File: config.mk
export PLATFORM = sky130hd
export DESIGN_NAME = dram_ref_sched
export DESIGN_NICKNAME = d
export VERILOG_FILES = /design/src/rtl/dram_ref_pkg.sv /design/src/rtl/dram_ref_dp.sv /design/src/rtl/dram_ref_ctrl.sv /design/src/rtl/dram_ref_sched.sv
export SDC_FILE = /design/constraint.sdc
export NUM_CORES = 1
export LEC_CHECK = 0
export CELL_PAD_IN_SITES_DETAIL_PLACEMENT = 1
export CELL_PAD_IN_SITES_GLOBAL_PLACEMENT = 1
export CORE_ASPECT_RATIO = 1.75
export CORE_MARGIN = 3
export CORE_UTILIZATION = 35
export CTS_BUF_LIST = sky130_fd_sc_hd__clkbuf_2
export DETAILED_ROUTE_END_ITERATION = 16
export PLACE_DENSITY_LB_ADDON = 0.2
export SYNTH_ARGS = -nofsm -noshare
export SYNTH_HDL_FRONTEND = slang
export SYNTH_SLANG_ARGS = --single-unit
File: constraint.sdc
create_clock -name clk -period 5.7 [get_ports clk]
set_input_delay 1.14 -clock clk [delete_from_list [all_inputs] [get_ports clk]]
set_output_delay 1.14 -clock clk [all_outputs]
set_load 0.005 [all_outputs]
File: src/rtl/dram_ref_pkg.sv
package dram_ref_pkg;

  typedef enum logic [1:0] {
    PH_PAUSE = 2'd0,
    PH_WARM  = 2'd1,
    PH_RUN   = 2'd2
  } phase_t;

  // strobes from control to datapath
  typedef struct packed {
    logic countPause;
    logic runTimer;
    logic warmGrant;
    logic runGrant;
  } strobe_t;

  // status from datapath to control
  typedef struct packed {
    logic pauseDone;
    logic lastWarm;
    logic debtZero;
    logic debtFull;
  } status_t;

endpackage

File: src/rtl/dram_ref_dp.sv
module dram_ref_dp
  import dram_ref_pkg::*;
#(
  parameter int PAUSE_CYC    = 10000,
  parameter int INTERVAL_CYC = 785,
  parameter int ROW_BITS     = 9,
  parameter int WARMUP       = 8,
  parameter int DEBT_MAX     = 8
) (
  input  logic                clk,
  input  logic                rstN,
  input  logic                cbrSel,
  input  strobe_t             ctl,
  output status_t             stat,
  output logic [ROW_BITS-1:0] refRow
);

  localparam int PW = $clog2(PAUSE_CYC + 1);
  localparam int IW = $clog2(INTERVAL_CYC + 1);
  localparam int DW = $clog2(DEBT_MAX + 1);
  localparam int WW = $clog2(WARMUP + 1);

  logic [PW-1:0] pauseCnt;
  logic [IW-1:0] intCnt;
  logic [DW-1:0] debt;
  logic [WW-1:0] warmCnt;
  logic          tick;

  // quiet-period countdown
  always_ff @(posedge clk or negedge rstN) begin
    if (!rstN)                                pauseCnt <= PW'(PAUSE_CYC - 1);
    else if (ctl.countPause && pauseCnt != '0) pauseCnt <= pauseCnt - 1'b1;
  end

  // refresh interval timer
  assign tick = ctl.runTimer && (intCnt == IW'(INTERVAL_CYC - 1));

  always_ff @(posedge clk or negedge rstN) begin
    if (!rstN)              intCnt <= '0;
    else if (!ctl.runTimer) intCnt <= '0;
    else if (tick)          intCnt <= '0;
    else                    intCnt <= intCnt + 1'b1;
  end

  // saturating refresh credit count
  always_ff @(posedge clk or negedge rstN) begin
    if (!rstN) debt <= '0;
    else begin
      unique case ({tick, ctl.runGrant})
        2'b10:   if (debt != DW'(DEBT_MAX)) debt <= debt + 1'b1;
        2'b01:   debt <= debt - 1'b1;
        default: debt <= debt;
      endcase
    end
  end

  // warm-up cycle count
  always_ff @(posedge clk or negedge rstN) begin
    if (!rstN)              warmCnt <= '0;
    else if (ctl.warmGrant) warmCnt <= warmCnt + 1'b1;
  end

  // row counter for row-only refresh
  always_ff @(posedge clk or negedge rstN) begin
    if (!rstN) refRow <= '0;
    else if ((ctl.warmGrant || ctl.runGrant) && !cbrSel) refRow <= refRow + 1'b1;
  end

  assign stat.pauseDone = (pauseCnt == '0);
  assign stat.lastWarm  = (warmCnt == WW'(WARMUP - 1));
  assign stat.debtZero  = (debt == '0);
  assign stat.debtFull  = (debt == DW'(DEBT_MAX));

endmodule

File: src/rtl/dram_ref_ctrl.sv
module dram_ref_ctrl
  import dram_ref_pkg::*;
(
  input  logic    clk,
  input  logic    rstN,
  input  logic    cbrSel,
  input  logic    accReq,
  input  logic    seqIdle,
  input  status_t stat,
  output strobe_t ctl,
  output logic    accGnt,
  output logic    refGnt,
  output logic    refMode,
  output logic    refPending,
  output logic    refUrgent,
  output logic    ready
);

  phase_t phase, phaseNext;
  logic   warmGnt, runRef;

  assign ready   = (phase == PH_RUN);
  assign warmGnt = (phase == PH_WARM) && seqIdle;
  assign runRef  = ready && seqIdle &&
                   (stat.debtFull || (!accReq && !stat.debtZero));
  assign accGnt  = ready && seqIdle && accReq && !stat.debtFull;
  assign refGnt  = warmGnt || runRef;

  assign refPending = ready && !stat.debtZero;
  assign refUrgent  = ready && stat.debtFull;
  assign refMode    = cbrSel;

  always_comb begin
    phaseNext = phase;
    unique case (phase)
      PH_PAUSE: if (stat.pauseDone)           phaseNext = PH_WARM;
      PH_WARM:  if (warmGnt && stat.lastWarm) phaseNext = PH_RUN;
      default:  phaseNext = PH_RUN;
    endcase
  end

  always_ff @(posedge clk or negedge rstN) begin
    if (!rstN) phase <= PH_PAUSE;
    else       phase <= phaseNext;
  end

  always_comb begin
    ctl.countPause = (phase == PH_PAUSE);
    ctl.runTimer   = ready;
    ctl.warmGrant  = warmGnt;
    ctl.runGrant   = runRef;
  end

endmodule

File: src/rtl/dram_ref_sched.sv
module dram_ref_sched
  import dram_ref_pkg::*;
#(
  parameter int CLK_MHZ   = 50,
  parameter int PAUSE_US  = 200,
  parameter int WINDOW_US = 8200,
  parameter int ROW_BITS  = 9,
  parameter int WARMUP    = 8,
  parameter int DEBT_MAX  = 8
) (
  input  logic                clk,
  input  logic                rstN,
  input  logic                cbrSel,
  input  logic                accReq,
  input  logic                seqIdle,
  output logic                accGnt,
  output logic                refGnt,
  output logic                refMode,
  output logic [ROW_BITS-1:0] refRow,
  output logic                refPending,
  output logic                refUrgent,
  output logic                ready
);

  localparam int PAUSE_CYC    = CLK_MHZ * PAUSE_US;
  localparam int WINDOW_CYC   = CLK_MHZ * WINDOW_US;
  localparam int ROWS         = 1 << ROW_BITS;
  localparam int INTERVAL_CYC = WINDOW_CYC / (ROWS + DEBT_MAX + 2);

  strobe_t ctl;
  status_t stat;

  dram_ref_ctrl u_ctrl (
    .clk       (clk),
    .rstN      (rstN),
    .cbrSel    (cbrSel),
    .accReq    (accReq),
    .seqIdle   (seqIdle),
    .stat      (stat),
    .ctl       (ctl),
    .accGnt    (accGnt),
    .refGnt    (refGnt),
    .refMode   (refMode),
    .refPending(refPending),
    .refUrgent (refUrgent),
    .ready     (ready)
  );

  dram_ref_dp #(
    .PAUSE_CYC   (PAUSE_CYC),
    .INTERVAL_CYC(INTERVAL_CYC),
    .ROW_BITS    (ROW_BITS),
    .WARMUP      (WARMUP),
    .DEBT_MAX    (DEBT_MAX)
  ) u_dp (
    .clk   (clk),
    .rstN  (rstN),
    .cbrSel(cbrSel),
    .ctl   (ctl),
    .stat  (stat),
    .refRow(refRow)
  );

endmodule

==> out/results.txt, run 1 <==
outcome: complete, no violations
Core ar.: 5970 um2
share of cells above drive strength 1: 9.40%
Multi-input gate area: 1010 um2
number of synthesized flops with an enable pin: 0
Seq pwr share: 53.1%
Worst IR Drop VDD: 0.000132 V
Critical path origin: accReq
fill count: 688
Gate power share: 29.7%
Final Hold Viols: 0
number of global-route vias before repair: 1707
Final ANT Viol Nets: 0
row count: 37
overall routed net length: 4260 um
critical-path cell list: clkdlybuf4s50_1 > o31a_1 > or4b_1 > nand2_1 > clkdlybuf4s50_1
R2R setup slack: 2.80 ns
antenna violations before repair: 0
startpoint types: input pin
cts hold-fix bufs: 0
root buf cell: clkbuf_2
gpl congestion: 0.705
Mapped Nets: 223
die footprint: 7230 um2
Clock H-tree levels: 2
Iter 0 DRT Violations: 45
area fraction of the dominant cell type after synthesis: 40.3%
Slew Limit Fails: 0
final hold slack: 0.482 ns
syn_area_per_cell: 10.3 um2
CP Data Arrival Time: 2.83 ns
synth top area cells: dfrtp_1, dfstp_2, xnor2_1, xor2_1, nor2_1
clk sink count: 43
Routed wire per std cell: 13.7 um
# Max-Cap Violations: 0
hpwl dp: 3130 um
area delta synth->final: 13.6%
clock skew: 0.0111 ns
First-pass DRT Iterations: 3
Worst EP required: 4.56 ns
# resized after CTS: 0
Syn. warnings: 0
most frequent CP cell: clkdlybuf4s50_1
Synth Register Bits: 43
hold depth: 1
Reg area: 1090 um2
first-pass GRT wire length: 7690 um
Hold WC Path Type: reg -> reg
min Tclk post-route: 3.97 ns
Slew @ Worst Pin: 0.969 ns
fin crit share: 69.6%
crit path max-delay cell type: or4b_1
setup TNS: 0 ns
largest net degree at the start of global routing: 44
internal power: 0.000494 W
CP peak stage delay: 0.56 ns
DIE HEIGHT: 110 um
Final nets: 246
R2R Path Start: u_dp.debt[1]
CP Class: in -> out
top-level I/O count: 20
RSZ-0062 raised after global routing: no
Cells after Synth: 210
global route overflow: 0
pwr dens: 300 nW/um2
CTS tree: done
P_sw: 0.000248 W
DIE WIDTH: 65.6 um
Design Power: 0.000742 W
DRC violations left: 0
Synth cell types: 39
Worst-Skew Late Latency: 0.42 ns
Synth async-reset ratio: 100%
vias per cell: 4.94
GRT Total Usage: 13.8%
main flop type after synthesis: dfrtp_1
sw frac: 33.4%
total CTS buffers: 5
LEAKAGE: 1.14 nW
CP endpoint kind: output port
cell taking the most area after synthesis: dfrtp_1
via count: 1542
reg2reg end: u_dp.debt[3]
f_max: 252 MHz
post-CTS setup buffer count: 0
CP endpoint: refGnt
diodes inserted: 0
Port-buffer cells: 19
clk buf depth: 2
Clk pwr share: 17.3%
area of the mapped netlist: 2170 um2
clk slew on worst S/H paths: 0.20 ns
cell depth of the worst flop-to-flop path: 9
setup violators final: 0
starting density of the core: 36.4%
CP max FO: 2
slew margin rel.: 35.4%
Seq/Total Area, Yosys: 50.0%
area by class of cell:
cell class                 instances  share of cell area [%]
clock buffer                       6                    1.22
clock inverter                     2                   0.304
inverter                          13                    1.98
multi-input combinational        151                    41.1
sequential                        43                    44.0
tap                               78                    3.95
timing repair buffer              19                    7.50
metal layers:
metal,track usage [%],vias up,routed length (um)
met1,15.4,762,1810
met4,6.68,0,101
met5,0,-,0
met3,3.25,5,102
met2,24.5,19,2240
li1,-,756,-
cell usage after synthesis, drive strengths merged, types with 5 or more instances:
cell type and count:
nor2 27, nor3 9, xnor2 17, a21o 5
ha 7, dfstp 8, nand2 17, inv 13
dfrtp 35, a21oi 6, xor2 14, nand3 9
through the flow:
stage                     cells  utilization [%]  setup slack, ns  instance area [um2]
final                       312             41.4             1.73                 2470
after global routing        312             41.4             1.67                 2470
after CTS                   312             41.4             1.73                 2470
after detailed placement    304             40.7             1.74                 2430
after global placement      304             40.7             1.76                 2430
after floorplan             210                -             2.67                 2170
state kept, by name, indices dropped and copies added, names as in the netlist:
signal         flops
u_dp.debt          4
u_dp.pauseCnt     14
u_dp.warmCnt       4
u_ctrl.phase       2
u_dp.refRow        9
u_dp.intCnt       10
critical path: cells and delay by family:
| family | cells | cell delay [ns] |
|---|---|---|
| AOI/OAI and AO/OA | 1 | 0.12 |
| buffers and inverters | 2 | 0.92 |
| and+or+nand+nor | 2 | 0.65 |
layout by cell type (no fill, tap or decap), types with 5 or more instances in the layout:
cell type        Yosys  layout
nor2_1              26      26
clkbuf_2             0       6
dfrtp_1             35      35
ha_1                 7       7
xnor2_1             17      17
nand3_1              9       9
xor2_1              14      14
inv_1               13      13
a21oi_1              6       6
nor3_1               5       5
a21o_1               5       5
clkdlybuf4s50_1      0      18
dfstp_2              8       8
nand2_1             17      17
logic make-up (layout without fill, tap and decap cells):
kind of cell / after synthesis / after routing / share of synthesized area (%)
compound gates: 18 / 18 / 5.64
fa+ha+maj: 8 / 8 / 4.95
simple gates: 93 / 93 / 23.1
xor+xnor: 31 / 31 / 12.5
flops: 43 / 43 / 50.0
buf+inv: 16 / 40 / 3.34
mux: 1 / 1 / 0.518
power by group through the flow:
stage | Sequential [W] | Combinational (W) | Clock, W
CTS | 0.000394 | 0.000226 | 0.000138
global route | 0.000403 | 0.000252 | 0.000147
finish | 0.000393 | 0.000220 | 0.000128
floorplan | 0.000389 | 0.000131 | 0
detailed placement | 0.000400 | 0.000224 | 0
global placement | 0.000400 | 0.000216 | 0
how the worst min path moves through the flow:
stage	startpoint	endpoint	slack (ns)
floorplan	u_dp.pauseCnt[11]	u_dp.pauseCnt[11]	0.44
global placement	u_dp.pauseCnt[11]	u_dp.pauseCnt[11]	0.45
detailed placement	u_dp.pauseCnt[11]	u_dp.pauseCnt[11]	0.46
CTS	u_dp.pauseCnt[11]	u_dp.pauseCnt[11]	0.49
global route	u_dp.pauseCnt[11]	u_dp.pauseCnt[11]	0.51
finish	u_dp.refRow[8]	u_dp.refRow[8]	0.48
Power figures use the tool's default switching activity.
==> run 2, diff against run 1 <==
clock period = 3.7 ns   (was 5.7 ns; I/O delays follow)
==> run 2 against run 1 <==
Register-to-register slack lost 2.0 ns. Largest cell class unchanged. Clock-buffer cell count is the same. Critical endpoint unchanged. Global-route usage grew 0.094 points.
==> out/results.txt, run 2 (synthesis gave the netlist of run 1 again) <==
First-pass DRT Iterations: 4
area delta synth->final: 13.9%
Final nets: 246
Biggest register: u_dp.pauseCnt
Gate power share: 29.5%
most common cell after layout, fill and taps aside: dfrtp_1
Final Hold Viols: 0
DIE WIDTH: 65.6 um
Final ANT Viol Nets: 0
starting density of the core: 36.4%
total CTS buffers: 5
Seq pwr share: 52.8%
pwr dens: 465 nW/um2
Iter 0 DRT Violations: 37
internal power: 0.000763 W
antenna violations before repair: 0
RSZ-0062 raised after global routing: no
GRT Total Usage: 13.9%
Slew @ Worst Pin: 0.948 ns
share of cells above drive strength 1: 10.3%
largest net degree at the start of global routing: 44
most frequent cells in the layout: dfrtp_1, nor2_1, clkdlybuf4s50_1
clk buf depth: 2
Routed wire per std cell: 13.8 um
Top Registers: u_dp.pauseCnt (14), u_dp.intCnt (10), u_dp.refRow (9)
Worst-Skew Late Latency: 0.41 ns
setup violators final: 0
vias per cell: 4.97
number of global-route vias before repair: 1711
global route overflow: 0
die footprint: 7230 um2
DRC violations left: 0
Core ar.: 5970 um2
Worst EP required: 2.96 ns
fin crit share: 85.9%
post-CTS setup buffer count: 0
CP max FO: 2
first-pass GRT wire length: 7860 um
CP Class: in -> out
startpoint types: input pin
gpl congestion: 0.744
Largest register FFs: 14
min Tclk post-route: 3.18 ns
Clk pwr share: 17.8%
Worst IR Drop VDD: 0.000367 V
CP Data Arrival Time: 2.44 ns
Slew Limit Fails: 0
row count: 37
clk sink count: 43
# Max-Cap Violations: 0
P_sw: 0.000388 W
# resized after CTS: 0
LEAKAGE: 1.14 nW
cts hold-fix bufs: 0
fill count: 676
DIE HEIGHT: 110 um
f_max: 315 MHz
Port-buffer cells: 19
hpwl dp: 3220 um
clock skew: 0.0196 ns
diodes inserted: 0
Hold WC Path Type: in -> async
sw frac: 33.7%
outcome: complete, no violations
via count: 1551
CTS tree: done
CP endpoint kind: output port
Clock H-tree levels: 2
setup TNS: 0 ns
slew margin rel.: 36.8%
top-level I/O count: 20
final hold slack: 0.430 ns
root buf cell: clkbuf_2
clk slew on worst S/H paths: 0.23 ns
overall routed net length: 4310 um
run 2: final timing paths:
| kind | cells past startpoint | slack [ns] | start | to |
|---|---|---|---|---|
| min | 1 | 0.43 | rstN | u_dp.pauseCnt[4] |
| max reg2reg | 9 | 0.80 | u_dp.debt[1] | u_dp.debt[3] |
| min reg2reg | 1 | 0.48 | u_dp.pauseCnt[11] | u_dp.pauseCnt[11] |
| max in group asynchronous | 1 | 2.66 | rstN | u_dp.intCnt[9] |
| max | 5 | 0.52 | accReq | refGnt |
| min in group clk | 1 | 0.48 | u_dp.pauseCnt[11] | u_dp.pauseCnt[11] |
run 2: routing by layer:
metal | vias up | wire, um | global-route usage [%]
met3 | 6 | 90 | 2.33
met2 | 17 | 2410 | 25.5
met5 | - | 0 | 0
met1 | 772 | 1720 | 15.8
li1 | 756 | - | -
met4 | 0 | 83 | 5.79
run 2: power by group through the flow:
stage	clock network (W)	registers (W)	logic, W
final	0.000205	0.000607	0.000339
after global routing	0.000239	0.000621	0.000387
after CTS	0.000222	0.000609	0.000347
after detailed placement	0	0.000616	0.000347
after global placement	0	0.000619	0.000337
after floorplan	0	0.000599	0.000201
run 2: cell type report:
| type | count | area (um2) | area share [%] |
|---|---|---|---|
| flip-flops and latches | 43 | 1090 | 43.9 |
| multi-input cells | 151 | 1010 | 41.0 |
| repair buffers | 19 | 185 | 7.48 |
| well taps | 78 | 97.6 | 3.94 |
| inverters | 13 | 48.8 | 1.97 |
| clock buffers | 6 | 30.0 | 1.21 |
| clock inverters | 2 | 12.5 | 0.506 |
run 2: critical path, cell delays in order:
cell             delay [ns]
clkdlybuf4s50_1        0.42
o31a_1                 0.12
or4b_1                 0.56
nand2_1                0.09
clkdlybuf4s50_1        0.50
run 2: metrics by stage:
step	cell area [um2]	cells	utilization (%)	power (W)	setup slack, ns
after detailed placement	2430	304	40.7	0.000963	0.345
after global placement	2430	304	40.7	0.000956	0.469
final	2470	312	41.4	0.00115	0.523
after global routing	2470	312	41.4	0.00125	0.415
after CTS	2470	312	41.4	0.00118	0.507
after floorplan	2170	210	-	0.000800	1.07
